$ cat src/rtl/tmr_chan_pkg.sv
package tmr_chan_pkg;

  typedef enum logic [1:0] {
    EDGE_OFF  = 2'b00,
    EDGE_RISE = 2'b01,
    EDGE_FALL = 2'b10,
    EDGE_ANY  = 2'b11
  } edge_sel_e;

  typedef enum logic [1:0] {
    ACT_NONE   = 2'b00,
    ACT_TOGGLE = 2'b01,
    ACT_CLEAR  = 2'b10,
    ACT_SET    = 2'b11
  } out_act_e;

endpackage

$ cat src/rtl/tmr_chan_edge.sv
module tmr_chan_edge
  import tmr_chan_pkg::*;
#(
  parameter int SYNC_STAGES = 2
) (
  input  logic       clk,
  input  logic       rst_n,
  input  logic       pin_in,
  input  logic [1:0] edge_sel,
  output logic       edge_hit
);

  localparam int SH_W = SYNC_STAGES + 1;

  logic [SH_W-1:0] sh_q;
  logic [SH_W-1:0] sh_d;
  logic            lvl_now;
  logic            lvl_prev;
  logic            rise;
  logic            fall;
  edge_sel_e       sel;

  // stage 0 is the first synchronizer flop; the last stage holds the
  // previous synchronized level for edge detection
  always_comb begin
    sh_d = {sh_q[SH_W-2:0], pin_in};
  end

  always_ff @(posedge clk or negedge rst_n) begin
    if (!rst_n) sh_q <= '0;
    else        sh_q <= sh_d;
  end

  always_comb begin
    lvl_now  = sh_q[SYNC_STAGES-1];
    lvl_prev = sh_q[SYNC_STAGES];
    rise     = lvl_now & ~lvl_prev;
    fall     = ~lvl_now & lvl_prev;
    sel      = edge_sel_e'(edge_sel);
    unique case (sel)
      EDGE_OFF:  edge_hit = 1'b0;
      EDGE_RISE: edge_hit = rise;
      EDGE_FALL: edge_hit = fall;
      EDGE_ANY:  edge_hit = rise | fall;
      default:   edge_hit = 1'b0;
    endcase
  end

endmodule

$ cat src/rtl/tmr_chan_match.sv
module tmr_chan_match #(
  parameter int CNT_W = 16
) (
  input  logic [CNT_W-1:0] cnt_val,
  input  logic [CNT_W-1:0] chan_reg,
  input  logic             cnt_tick,
  input  logic             mode_cmp,
  output logic             match
);

  logic [CNT_W-1:0] bit_eq;

  genvar gi;
  generate
    for (gi = 0; gi < CNT_W; gi++) begin : g_eq
      assign bit_eq[gi] = ~(cnt_val[gi] ^ chan_reg[gi]);
    end
  endgenerate

  always_comb begin
    match = mode_cmp & cnt_tick & (&bit_eq);
  end

endmodule

$ cat src/rtl/tmr_chan_pin.sv
module tmr_chan_pin
  import tmr_chan_pkg::*;
(
  input  logic       clk,
  input  logic       rst_n,
  input  logic       match,
  input  logic [1:0] out_act,
  input  logic       ovf_tick,
  input  logic       tog_ovf_en,
  output logic       pin_out
);

  logic     pin_q;
  logic     pin_d;
  logic     pin_en;
  out_act_e act;

  always_comb begin
    act    = out_act_e'(out_act);
    pin_d  = pin_q;
    pin_en = 1'b0;
    if (match && act != ACT_NONE) begin
      pin_en = 1'b1;
      unique case (act)
        ACT_TOGGLE: pin_d = ~pin_q;
        ACT_CLEAR:  pin_d = 1'b0;
        ACT_SET:    pin_d = 1'b1;
        default:    pin_d = pin_q;
      endcase
    end else if (ovf_tick && tog_ovf_en) begin
      pin_en = 1'b1;
      pin_d  = ~pin_q;
    end
  end

  always_ff @(posedge clk or negedge rst_n) begin
    if (!rst_n)      pin_q <= 1'b0;
    else if (pin_en) pin_q <= pin_d;
  end

  assign pin_out = pin_q;

endmodule

$ cat src/rtl/tmr_chan_unit.sv
module tmr_chan_unit #(
  parameter int CNT_W       = 16,
  parameter int SYNC_STAGES = 2
) (
  input  logic             clk,
  input  logic             rst_n,
  input  logic [CNT_W-1:0] cnt_val,
  input  logic             cnt_tick,
  input  logic             ovf_tick,
  input  logic             mode_cmp,
  input  logic [1:0]       edge_sel,
  input  logic [1:0]       out_act,
  input  logic             tog_ovf_en,
  input  logic             irq_en,
  input  logic             reg_we,
  input  logic [CNT_W-1:0] reg_wdata,
  input  logic             flag_clr,
  input  logic             pin_in,
  output logic             pin_out,
  output logic [CNT_W-1:0] chan_reg,
  output logic             flag,
  output logic             irq
);

  logic             edge_hit;
  logic             cap_evt;
  logic             match;
  logic [CNT_W-1:0] reg_q;
  logic [CNT_W-1:0] reg_d;
  logic             reg_en;
  logic             flag_q;
  logic             flag_d;

  tmr_chan_edge #(
    .SYNC_STAGES(SYNC_STAGES)
  ) u_edge (
    .clk      (clk),
    .rst_n    (rst_n),
    .pin_in   (pin_in),
    .edge_sel (edge_sel),
    .edge_hit (edge_hit)
  );

  tmr_chan_match #(
    .CNT_W(CNT_W)
  ) u_match (
    .cnt_val  (cnt_val),
    .chan_reg (reg_q),
    .cnt_tick (cnt_tick),
    .mode_cmp (mode_cmp),
    .match    (match)
  );

  tmr_chan_pin u_pin (
    .clk        (clk),
    .rst_n      (rst_n),
    .match      (match),
    .out_act    (out_act),
    .ovf_tick   (ovf_tick),
    .tog_ovf_en (tog_ovf_en),
    .pin_out    (pin_out)
  );

  // capture has priority over a software write in the same cycle
  always_comb begin
    cap_evt = edge_hit & ~mode_cmp;
    reg_en  = cap_evt | reg_we;
    reg_d   = cap_evt ? cnt_val : reg_wdata;
  end

  // a set event outranks the clear strobe
  always_comb begin
    if (cap_evt || match) flag_d = 1'b1;
    else if (flag_clr)    flag_d = 1'b0;
    else                  flag_d = flag_q;
  end

  always_ff @(posedge clk or negedge rst_n) begin
    if (!rst_n)      reg_q <= '0;
    else if (reg_en) reg_q <= reg_d;
  end

  always_ff @(posedge clk or negedge rst_n) begin
    if (!rst_n) flag_q <= 1'b0;
    else        flag_q <= flag_d;
  end

  assign chan_reg = reg_q;
  assign flag     = flag_q;
  assign irq      = flag_q & irq_en;

endmodule

$ cat config.mk
export PLATFORM = sky130hd
export DESIGN_NAME = tmr_chan_unit
export DESIGN_NICKNAME = d
export VERILOG_FILES = /design/src/rtl/tmr_chan_pkg.sv /design/src/rtl/tmr_chan_edge.sv /design/src/rtl/tmr_chan_match.sv /design/src/rtl/tmr_chan_pin.sv /design/src/rtl/tmr_chan_unit.sv
export SDC_FILE = /design/constraint.sdc
export NUM_CORES = 1
export LEC_CHECK = 0
export BUFFER_PORTS_ARGS = -buffer_cell sky130_fd_sc_hd__buf_4
export CAP_MARGIN = 40
export CORE_MARGIN = 4
export CORE_UTILIZATION = 45
export CTS_CLUSTER_SIZE = 28
export DETAILED_ROUTE_END_ITERATION = 16
export PLACE_DENSITY_LB_ADDON = 0.2
export SYNTH_ARGS = -nofsm -noshare
export SYNTH_HDL_FRONTEND = slang
export SYNTH_HIERARCHICAL = 1
export SYNTH_SLANG_ARGS = --single-unit
$ cat constraint.sdc
create_clock -name clk -period 2.32 [get_ports clk]
set_input_delay 0.348 -clock clk [delete_from_list [all_inputs] [get_ports clk]]
set_output_delay 0.348 -clock clk [all_outputs]
set_load 0.02 [all_outputs]
# Word level (Yosys, flattened, before mapping)
# Index checks and enable logic that the tools add are counted.
word_totals:
  ff_bits: 21
  in_bits: 46
  output_inout_bits: 19
  word_cells: 73
op_classes:
  n_eq_ne: 7
  muxes: 9
  bitwise_logic: 44
  reduce_logical: 9
ops:
  columns: ["operator", "count"]
  rows:
  - ["inverter 1 bit", 20]
  - ["two-way mux 16 bit", 1]
  - ["AND reduction 16 bit", 1]
  - ["bitwise XOR 1 bit", 16]
  - ["== test 2 bit (second input constant)", 4]
  - ["bitwise AND 1 bit", 6]
  - ["two-way mux 1 bit", 6]
  - ["nonzero test 2 bit", 3]
  - ["== test 2 x 1 -> 1 bit (second input constant)", 2]
  - ["!= test 4 bit (second input constant)", 1]
  - ["case mux 1 bit (4 select lines)", 1]
  - ["case mux 1 bit (3 select lines)", 1]
  - ["AND reduction 3 bit", 1]
  - ["logical AND 1 bit", 2]
  - ["logical NOT 2 bit", 1]
  - ["OR 1 bit", 2]
  - ["logical OR 1 bit", 1]

# Longest topological paths before layout
# Gate-level depths: netlist of the first run.
depth:
  depth_word: 7
  ltp_mapped: 9
  ltp_nobuf: 7

# Cells and area by module
# Netlist of the first run, hierarchy kept.
by_module_without_submodules:
  columns: ["mod", "n_inst", "cells_per_inst", "area_each_um2", "seq_area_each_um2"]
  rows:
  - ["tmr_chan_unit", 1, 57, 930.9, 425.4]
  - ["tmr_chan_match", 1, 22, 183.9, 0.0]
  - ["tmr_chan_edge", 1, 12, 133.9, 75.1]
  - ["tmr_chan_pin", 1, 7, 63.8, 25.0]

# Least setup slack after synthesis of the first run
# OpenSTA, ideal clock, no wires.
synth_path:
  kind: "flip-flop to flip-flop"
  startpoint: "reg reg_q[2] (netlist: chan_reg[2])"
  endpoint: "reg u_pin.pin_q (netlist: u_pin/pin_out)"
  setup_time_ns: 0.122
  arrival_time_ns: 1.801
  required_ns: 2.198
  setup_slack_ns: 0.397
  stages_incl_launch_ff: 7
  n_path_buf: 0
  synth_period_minus_slack_ns: 1.923
  path_cell_list: "dfrtp_1 > xnor2_1 > nand4_1 > or4_1 > nor4_2 > a31oi_1 > a32o_1"
synth_via:
  elab_chain_cells: 7
  elab_cells_between_ends: 10
  classes_between: "eq/ne: 1; mux: 2; bitwise: 3; reduce/logical: 4"
synth_lines:
  columns: ["item", "line_no", "source"]
  rows:
  - ["start, declared", "tmr_chan_unit.sv:28", "logic [CNT_W-1:0] reg_q;"]
  - ["start signal, assigned", "tmr_chan_unit.sv:80", "else if (reg_en) reg_q <= reg_d;"]
  - ["bitwise XOR 1 bit *", "tmr_chan_match.sv:16", "assign bit_eq[gi] = ~(cnt_val[gi] ^ chan_reg[gi]);"]
  - ["inverter 1 bit *", "tmr_chan_match.sv:16", null]
  - ["AND reduction 16 bit *", "tmr_chan_match.sv:21", "match = mode_cmp & cnt_tick & (&bit_eq);"]
  - ["bitwise AND 1 bit *", "tmr_chan_match.sv:21", null]
  - ["named net match", "tmr_chan_unit.sv:27", "logic match;"]
  - ["logical AND 1 bit *", "tmr_chan_pin.sv:22", "if (match && act != ACT_NONE) begin"]
  - ["!= test 4 bit (no source line), or another cell as far along", null, null]
  - ["AND reduction 3 bit (no source line)", null, null]
  - ["end signal, assigned", "tmr_chan_pin.sv:38", "else if (pin_en) pin_q <= pin_d;"]
  - ["end, declared", "tmr_chan_pin.sv:13", "logic pin_q;"]
# The timed path passes the listed nets; every way through them passes the cells marked *.
# A chain may end at the register's enable or synchronous reset.

# Worst setup path in the final report of the first run
layout_path:
  startpoint: "reg reg_q[0] (netlist: chan_reg[0])"
  endpoint: "reg u_pin.pin_q (netlist: u_pin/pin_out)"
# The elaborated chain is that of the path after synthesis.

==> flow_summary.rst, run 1 <==
.. list-table::
   :header-rows: 1

   * - Metric
     - Value
   * - Max Clock Freq
     - 499 MHz
   * - Number of buffers created by CTS
     - 3
   * - Number of enable flip-flop cells after synthesis
     - 0
   * - End point of the worst hold path
     - u_edge/sh_q[0]
   * - Post-synthesis cell area
     - 1310 um2
   * - Flops & latches, synth
     - 21
   * - Total of fill cells in the finished design
     - 220
   * - Instance count of the mapped netlist
     - 98
   * - Final non-filler cell total
     - 195
   * - TritonCTS Sinks
     - 21
   * - Maximum count of clock buffers along a single path
     - 2
   * - Most used standard cells in the synthesized netlist
     - sky130_fd_sc_hd__dfrtp_1, sky130_fd_sc_hd__mux2_4, sky130_fd_sc_hd__xnor2_1
   * - Height of the die
     - 62.0 um
   * - Unrepaired setup endpoints after global routing
     - no
   * - Final Cycle Share
     - 0.864
   * - Top-level port count
     - 65
   * - Measured slew at the worst slew-check pin
     - 0.333 ns
   * - Clock tree from TritonCTS
     - built
   * - Arrival time at the worst endpoint
     - 2.21 ns
   * - Count leader, synth
     - sky130_fd_sc_hd__dfrtp_1
   * - Total of warnings raised by yosys
     - 6
   * - Final number of max-transition violations
     - 0
   * - Core area
     - 2780 um2
   * - Antenna viol nets, final
     - 0
   * - Clock Tree Root
     - sky130_fd_sc_hd__clkbuf_4
   * - CP Buf/Inv Count
     - 0
   * - Peak per-stage delay on the critical path
     - 0.55 ns
   * - Number of buffers inserted by post-CTS setup repair
     - 0
   * - Routed via count
     - 979
   * - Mean cell area of the mapped netlist
     - 13.4 um2
   * - Gates resized, CTS repair
     - 0
   * - Vias per cell
     - 5.02
   * - 1st-pass router iterations
     - 4
   * - Post-synthesis net count
     - 146
   * - Crit-path slowest cell
     - sky130_fd_sc_hd__or4_1
   * - Result of the run
     - completed
   * - Library cells used by synthesis
     - 25
   * - Final Hold Fails
     - 0
   * - Number of cells on the worst reg-to-reg path
     - 6
   * - Fraction of registers with async set/reset
     - 1.00
   * - Slew headroom
     - 0.776
   * - Post-synth top flop
     - sky130_fd_sc_hd__dfrtp_1
   * - Critical Path Start
     - chan_reg[0]
   * - Nets
     - 213
   * - Crit-path cells
     - xnor2_1 -> nand4_1 -> or4_1 -> nor4_2 -> a31oi_1 -> a32o_1
   * - Type of origin of the critical path
     - flop
   * - Post-route setup TNS
     - 0 ns
   * - GRT Util Overall
     - 0.154
   * - RR Endpoint
     - u_pin/pin_out
   * - Overall power after layout
     - 1.03 mW
   * - First-pass GRT wire length
     - 4.38 mm
   * - Power Density
     - 561 nW/um2
   * - Number of placement rows
     - 19
   * - Post-route clock skew
     - 0.00314 ns
   * - Share of cells above drive strength 1
     - 0.622
   * - Number of antenna violations at the first check in global routing
     - 0
   * - Global-route congestion overflow total
     - 0
   * - Routed wire length per instance
     - 14.9 um
   * - Insertion delay to the later sink of the worst-skew pair
     - 0.30 ns
   * - Maximum net fanout on the critical path
     - 4
   * - Instance count along the most critical hold path
     - 1
   * - Element type at the critical path end
     - flop
   * - DRC violation total after the first TritonRoute iteration
     - 23
   * - Most area-consuming cells after synthesis
     - sky130_fd_sc_hd__dfrtp_1, sky130_fd_sc_hd__mux2_4, sky130_fd_sc_hd__mux2_2
   * - Crit path required time
     - 2.53 ns
   * - Post-detailed-routing wire length
     - 2.90 mm
   * - Largest register FFs
     - 16
   * - Leakage power figure
     - 0.907 nW
   * - Count of unresolved DRC violations after routing
     - 0
   * - Path type of the worst setup path
     - flop to flop
   * - VDD IR-drop max
     - 553 uV
   * - Worst-case setup slack after placement
     - 0.284 ns
   * - Clock-pin slew on the worst setup and hold paths
     - 0.12 ns
   * - Pin count of the biggest net entering global routing
     - 22
   * - Final Setup Violations
     - 0
   * - DPL Wire Length
     - 2.30 mm
   * - Signed area change from the synthesized netlist to the final layout
     - 39.7%
   * - Seq/Total Area, Yosys
     - 0.400
   * - Placed cell count
     - 190
   * - Synth top area share
     - 0.400
   * - # hold bufs at CTS
     - 1
   * - Effective utilization at floorplan
     - 0.472
   * - Max-cap viol count
     - 0
   * - Worst Slack Setup Final
     - 0.316 ns
   * - Worst reg2reg path startpoint
     - chan_reg[0]
   * - Yosys top cell by area
     - sky130_fd_sc_hd__dfrtp_1
   * - Worst min-delay path class
     - input port to flop
   * - Start point of the worst min-delay path
     - pin_in
   * - Minimum clock period after layout
     - 2.00 ns
   * - Post-Route Hold Slack
     - 0.150 ns
   * - Count of H-tree levels built during CTS
     - 1
   * - Gate family responsible for the most delay along the worst path
     - simple AND/OR/NAND/NOR gates
   * - GPL Wtd Cong
     - 0.756
   * - Die Outline Area
     - 3840 um2
   * - Worst R2R Setup Slack
     - 0.32 ns
   * - ANT cells
     - 0
   * - Number of I/O port buffers
     - 64
   * - Die Span X
     - 62.0 um
   * - Via count of the first global-routing pass
     - 1036
==> power by group <==
part           internal (mW)  switching (mW)
combinational          0.234           0.159
sequential             0.412          0.0459
clock                 0.0642           0.114
==> metal layers <==
| metal | track usage | up-vias | wire (um) |
|---|---|---|---|
| li1 | - | 477 | - |
| met1 | 0.186 | 464 | 1150 |
| met2 | 0.274 | 36 | 1490 |
| met3 | 0.0496 | 2 | 243 |
| met4 | 0.0182 | 0 | 13 |
| met5 | 0 | - | 0 |
==> through the flow <==
step           cell area (um2)   util
2_1_floorplan             1310      -
3_3_place_gp              1800  0.646
3_5_place_dp              1800  0.646
4_1_cts                   1830  0.659
5_1_grt                   1830  0.659
6_report                  1830  0.659
==> cell usage in the layout (no fill, tap or decap), types with 2 or more instances in the layout <==
cell type                  synthesis  final
sky130_fd_sc_hd__buf_4             1     65
sky130_fd_sc_hd__dfrtp_1          21     21
sky130_fd_sc_hd__mux2_4           20     20
sky130_fd_sc_hd__xnor2_1          13     13
sky130_fd_sc_hd__mux2_2           12     12
sky130_fd_sc_hd__nand2b_1          3      3
sky130_fd_sc_hd__clkbuf_4          0      3
sky130_fd_sc_hd__xor2_1            3      3
sky130_fd_sc_hd__nand4_1           3      3
sky130_fd_sc_hd__inv_1             2      2
sky130_fd_sc_hd__nor2b_1           2      2
sky130_fd_sc_hd__o21ai_1           2      2
sky130_fd_sc_hd__ha_1              2      2
sky130_fd_sc_hd__a21oi_1           2      2
==> cells by family after synthesis <==
logic type      after synthesis  share of synthesized area
compound gates                6                     0.0276
xor+xnor                     16                      0.107
fa+ha+maj                     2                     0.0191
buf+inv                       6                     0.0391
flops                        21                      0.400
mux                          32                      0.332
simple gates                 15                     0.0753
==> cell type report <==
class,instances,area [um2],share of cell area
clock buffers,3,22.5,0.0123
clock inverters,1,5.00,0.00273
inverters,2,7.51,0.00410
flip-flops and latches,21,526,0.287
multi-input cells,71,736,0.401
well taps,31,38.8,0.0212
repair buffers,66,498,0.272
==> worst max path at each step <==
stage | end | slack (ns) | depth (start not counted)
after floorplan | u_pin/pin_out | 0.40 | 6
after global placement | u_pin/pin_out | 0.34 | 7
after detailed placement | u_pin/pin_out | 0.28 | 7
after CTS | u_pin/pin_out | 0.30 | 6
after global routing | u_pin/pin_out | 0.19 | 6
final | u_pin/pin_out | 0.32 | 6
Power figures use the tool's default switching activity.
==> run 2, diff against run 1 <==
Settings changed: CORE_UTILIZATION 45 to 44, SYNTH_HIERARCHICAL 1 to unset.
==> run 2 against run 1 <==
Sequential power up 3%. Sequential cell count unchanged. Critical path depth up 1. Register-to-register slack better by 0.27 ns. Area after synthesis down 5.8%. First-iteration DRC count down 52%. Die area down 3.2%.
==> flow_summary.rst, run 2 <==
.. list-table::
   :header-rows: 1

   * - Metric
     - Value
   * - Count of H-tree levels built during CTS
     - 1 (unchanged)
   * - Mean cell area of the mapped netlist
     - 10.6 um2 (-21%)
   * - Routed via count
     - 1048 (+7.0%)
   * - Worst-case setup slack after placement
     - 0.565 ns (+0.281 ns)
   * - Total of warnings raised by yosys
     - 0 (-6)
   * - Worst min-delay path class
     - input port to flop
   * - Total of fill cells in the finished design
     - 222 (+0.91%)
   * - Post-synthesis cell area
     - 1240 um2 (-5.8%)
   * - Die Outline Area
     - 3720 um2 (-3.2%)
   * - Crit path required time
     - 2.50 ns (-0.03 ns)
   * - Leading cell types in the layout, fill and taps excluded
     - sky130_fd_sc_hd__buf_4, sky130_fd_sc_hd__dfrtp_1, sky130_fd_sc_hd__nand2_1, sky130_fd_sc_hd__mux2i_1, sky130_fd_sc_hd__xnor2_1
   * - ANT cells
     - 0 (unchanged)
   * - Top-level port count
     - 65 (unchanged)
   * - GRT Util Overall
     - 0.174 (+0.0198)
   * - Combinational cell fraction of total power
     - 0.378 (-0.004)
   * - Unrepaired setup endpoints after global routing
     - no
   * - Number of enable flip-flop cells after synthesis
     - 0 (unchanged)
   * - Clock tree from TritonCTS
     - built
   * - Signed area change from the synthesized netlist to the final layout
     - 41.6%
   * - Placed cell count
     - 207 (+8.9%)
   * - Instance count of the mapped netlist
     - 117 (+19%)
   * - Leading cell type in the layout, fill and taps excluded
     - sky130_fd_sc_hd__buf_4
   * - Yosys top cell by area
     - sky130_fd_sc_hd__dfrtp_1
   * - Nets
     - 231 (+8.5%)
   * - Effective utilization at floorplan
     - 0.481 (+0.00960)
   * - Pin count of the biggest net entering global routing
     - 34 (+55%)
   * - Switching part of the total power
     - 0.334 (+0.0238)
   * - Final Hold Fails
     - 0 (unchanged)
   * - Insertion delay to the later sink of the worst-skew pair
     - 0.30 ns (about the same)
   * - Routed wire length per instance
     - 13.5 um (-8.9%)
   * - Cell area reported after detailed placement
     - 1710 um2 (-4.6%)
   * - Share of cells above drive strength 1
     - 0.445 (-0.177)
   * - Slew headroom
     - 0.760 (-0.0158)
   * - Max-cap viol count
     - 0 (unchanged)
   * - Clock-pin slew on the worst setup and hold paths
     - 0.12 ns (about the same)
   * - Post-synth top flop
     - sky130_fd_sc_hd__dfrtp_1
   * - Internal power
     - 0.686 mW (-3.4%)
   * - Post-route clock skew
     - 0.00806 ns (+0.00493 ns)
   * - Number of placement rows
     - 18 (-1)
   * - Register share of total power
     - 0.458 (+0.013)
   * - Number of antenna violations at the first check in global routing
     - 0 (unchanged)
   * - Final number of max-transition violations
     - 0 (unchanged)
   * - GPL Wtd Cong
     - 0.784 (+3.7%)
   * - Synth top area share
     - 0.425 (+0.0247)
   * - Clock Tree Root
     - sky130_fd_sc_hd__clkbuf_4
   * - Arrival time at the worst endpoint
     - 1.91 ns (-0.30 ns)
   * - Element type at the critical path end
     - flop
   * - TritonCTS Sinks
     - 21 (unchanged)
   * - Core area
     - 2570 um2 (-7.7%)
   * - Maximum net fanout on the critical path
     - 33 (+29)
   * - Overall power after layout
     - 1.03 mW (about the same)
   * - DPL Wire Length
     - 2.34 mm (+1.7%)
   * - Path type of the worst setup path
     - flop to flop
   * - Critical Path Start
     - u_edge.sh_q[1]
   * - Final Cycle Share
     - 0.749 (-0.115)
   * - Antenna viol nets, final
     - 0 (unchanged)
   * - Worst reg2reg path startpoint
     - u_edge.sh_q[1]
   * - Number of buffers inserted by post-CTS setup repair
     - 0 (unchanged)
   * - Vias per cell
     - 4.94 (-1.5%)
   * - Peak per-stage delay on the critical path
     - 0.39 ns (-0.16 ns)
   * - Measured slew at the worst slew-check pin
     - 0.360 ns (+0.0264 ns)
   * - Global-route congestion overflow total
     - 0 (unchanged)
   * - Result of the run
     - completed
   * - Type of origin of the critical path
     - flop
   * - Count leader, synth
     - sky130_fd_sc_hd__dfrtp_1
   * - First-pass GRT wire length
     - 4.80 mm (+9.6%)
   * - # hold bufs at CTS
     - 1 (unchanged)
   * - Number of cells on the worst reg-to-reg path
     - 7 (+1)
   * - Power Density
     - 588 nW/um2 (+4.8%)
   * - 1st-pass router iterations
     - 4 (unchanged)
   * - Largest register FFs
     - 16 (unchanged)
   * - Post-route setup TNS
     - 0 ns (unchanged)
   * - Fraction of registers with async set/reset
     - 1.00 (unchanged)
   * - Leakage power figure
     - 0.846 nW (-6.7%)
   * - VDD IR-drop max
     - 408 uV (-26%)
   * - Relative contribution of the clock network to total power
     - 0.164 (-0.009)
   * - Number of I/O port buffers
     - 64 (unchanged)
   * - Start point of the worst min-delay path
     - pin_in
   * - Maximum count of clock buffers along a single path
     - 2 (unchanged)
   * - Height of the die
     - 61.0 um (-1.6%)
   * - DRC violation total after the first TritonRoute iteration
     - 11 (-52%)
   * - Die Span X
     - 61.0 um (-1.6%)
   * - Flops & latches, synth
     - 21 (unchanged)
   * - Post-detailed-routing wire length
     - 2.87 mm (-1.0%)
   * - Final std cell area, no fill
     - 1750 um2 (-4.5%)
   * - Most used standard cells in the synthesized netlist
     - sky130_fd_sc_hd__dfrtp_1, sky130_fd_sc_hd__nand2_1, sky130_fd_sc_hd__mux2i_1
   * - Count of unresolved DRC violations after routing
     - 0 (unchanged)
   * - Power dissipated by switching net loads
     - 0.343 mW (+7.7%)
   * - Via count of the first global-routing pass
     - 1097 (+5.9%)
   * - Post-synthesis net count
     - 165 (+13%)
   * - Max Clock Freq
     - 576 MHz (+15%)
   * - Library cells used by synthesis
     - 25 (unchanged)
   * - Gates resized, CTS repair
     - 0 (unchanged)
   * - Minimum clock period after layout
     - 1.74 ns (-0.267 ns)
   * - Final non-filler cell total
     - 212 (+8.7%)
   * - Crit-path slowest cell
     - sky130_fd_sc_hd__dfrtp_1
   * - Final Setup Violations
     - 0 (unchanged)
   * - Most area-consuming cells after synthesis
     - sky130_fd_sc_hd__dfrtp_1, sky130_fd_sc_hd__mux2i_1, sky130_fd_sc_hd__xnor2_1
   * - Instance count along the most critical hold path
     - 1 (unchanged)
   * - Crit-path cells
     - inv_1 -> ha_1 -> and2b_1 -> o21ai_2 -> a21oi_4 -> buf_4 -> o21ai_0
   * - Number of buffers created by CTS
     - 3 (unchanged)
   * - Seq/Total Area, Yosys
     - 0.425 (+0.0247)
   * - Worst Slack Setup Final
     - 0.582 ns (+0.267 ns)
run 2: cell count changes after synthesis, sizes merged, moves of 3 or more:
cell / before / now
nand2b: 3 / 0
o21ai: 2 / 17
mux2: 32 / 0
nand2: 1 / 19
mux2i: 0 / 17
run 2: kinds of logic after synthesis:
logic type	count (synthesis)	share of synthesized area
adder cells (fa/ha/maj)	2	0.0202
AO/OA/AOI/OAI	20	0.123
buffers and inverters	8	0.0486
multiplexers	17	0.138
flip-flops	21	0.425
XOR/XNOR	17	0.120
AND/OR/NAND/NOR	32	0.124
run 2: power by group through the flow:
stage               registers, mW  logic [mW]  clock network (mW)
floorplan                   0.535       0.153                   0
CTS                         0.471       0.395               0.186
detailed placement          0.478       0.393                   0
global route                0.480       0.425               0.198
global placement            0.474       0.385                   0
finish                      0.471       0.389               0.169
run 2: layout make-up:
cell class | instances | area, um2 | area share
Clock buffer | 3 | 22.5 | 0.0129
Clock inverter | 1 | 5.00 | 0.00286
Inverter | 3 | 11.3 | 0.00643
Multi-Input combinational cell | 88 | 651 | 0.372
Sequential cell | 21 | 526 | 0.300
Tap cell | 30 | 37.5 | 0.0214
Timing Repair Buffer | 66 | 498 | 0.284
run 2: through the flow:
step,hold WS [ns],utilization
after floorplan,0.0524,-
after global placement,0.250,0.667
after detailed placement,0.252,0.667
after CTS,0.125,0.682
after global routing,0.112,0.682
final,0.147,0.682
run 2: worst paths after layout:
path                             endpoint  slack, ns
setup / recovery              chan_reg[9]       0.58
hold / removal             u_edge.sh_q[0]       0.15
setup reg to reg              chan_reg[9]       0.58
hold reg to reg            u_edge.sh_q[1]       0.37
max in group asynchronous     chan_reg[3]       1.63
min in group asynchronous  u_edge.sh_q[0]       0.46
run 2: critical path: cells and delay by family, from the launching register on:
| kind | cells | cell delay, ns |
|---|---|---|
| AOI/OAI and AO/OA | 3 | 0.35 |
| adders and majority gates | 1 | 0.27 |
| buffers and inverters | 2 | 0.39 |
| DFF | 1 | 0.39 |
| and+or+nand+nor | 1 | 0.20 |
run 2: per-layer routing:
metal / global-route usage / part of all wire / vias up
li1: - / - / 535
met5: 0 / 0 / -
met3: 0.0383 / 0.090 / 2
met1: 0.202 / 0.39 / 471
met4: 0.0372 / 0.0052 / 0
met2: 0.324 / 0.51 / 40
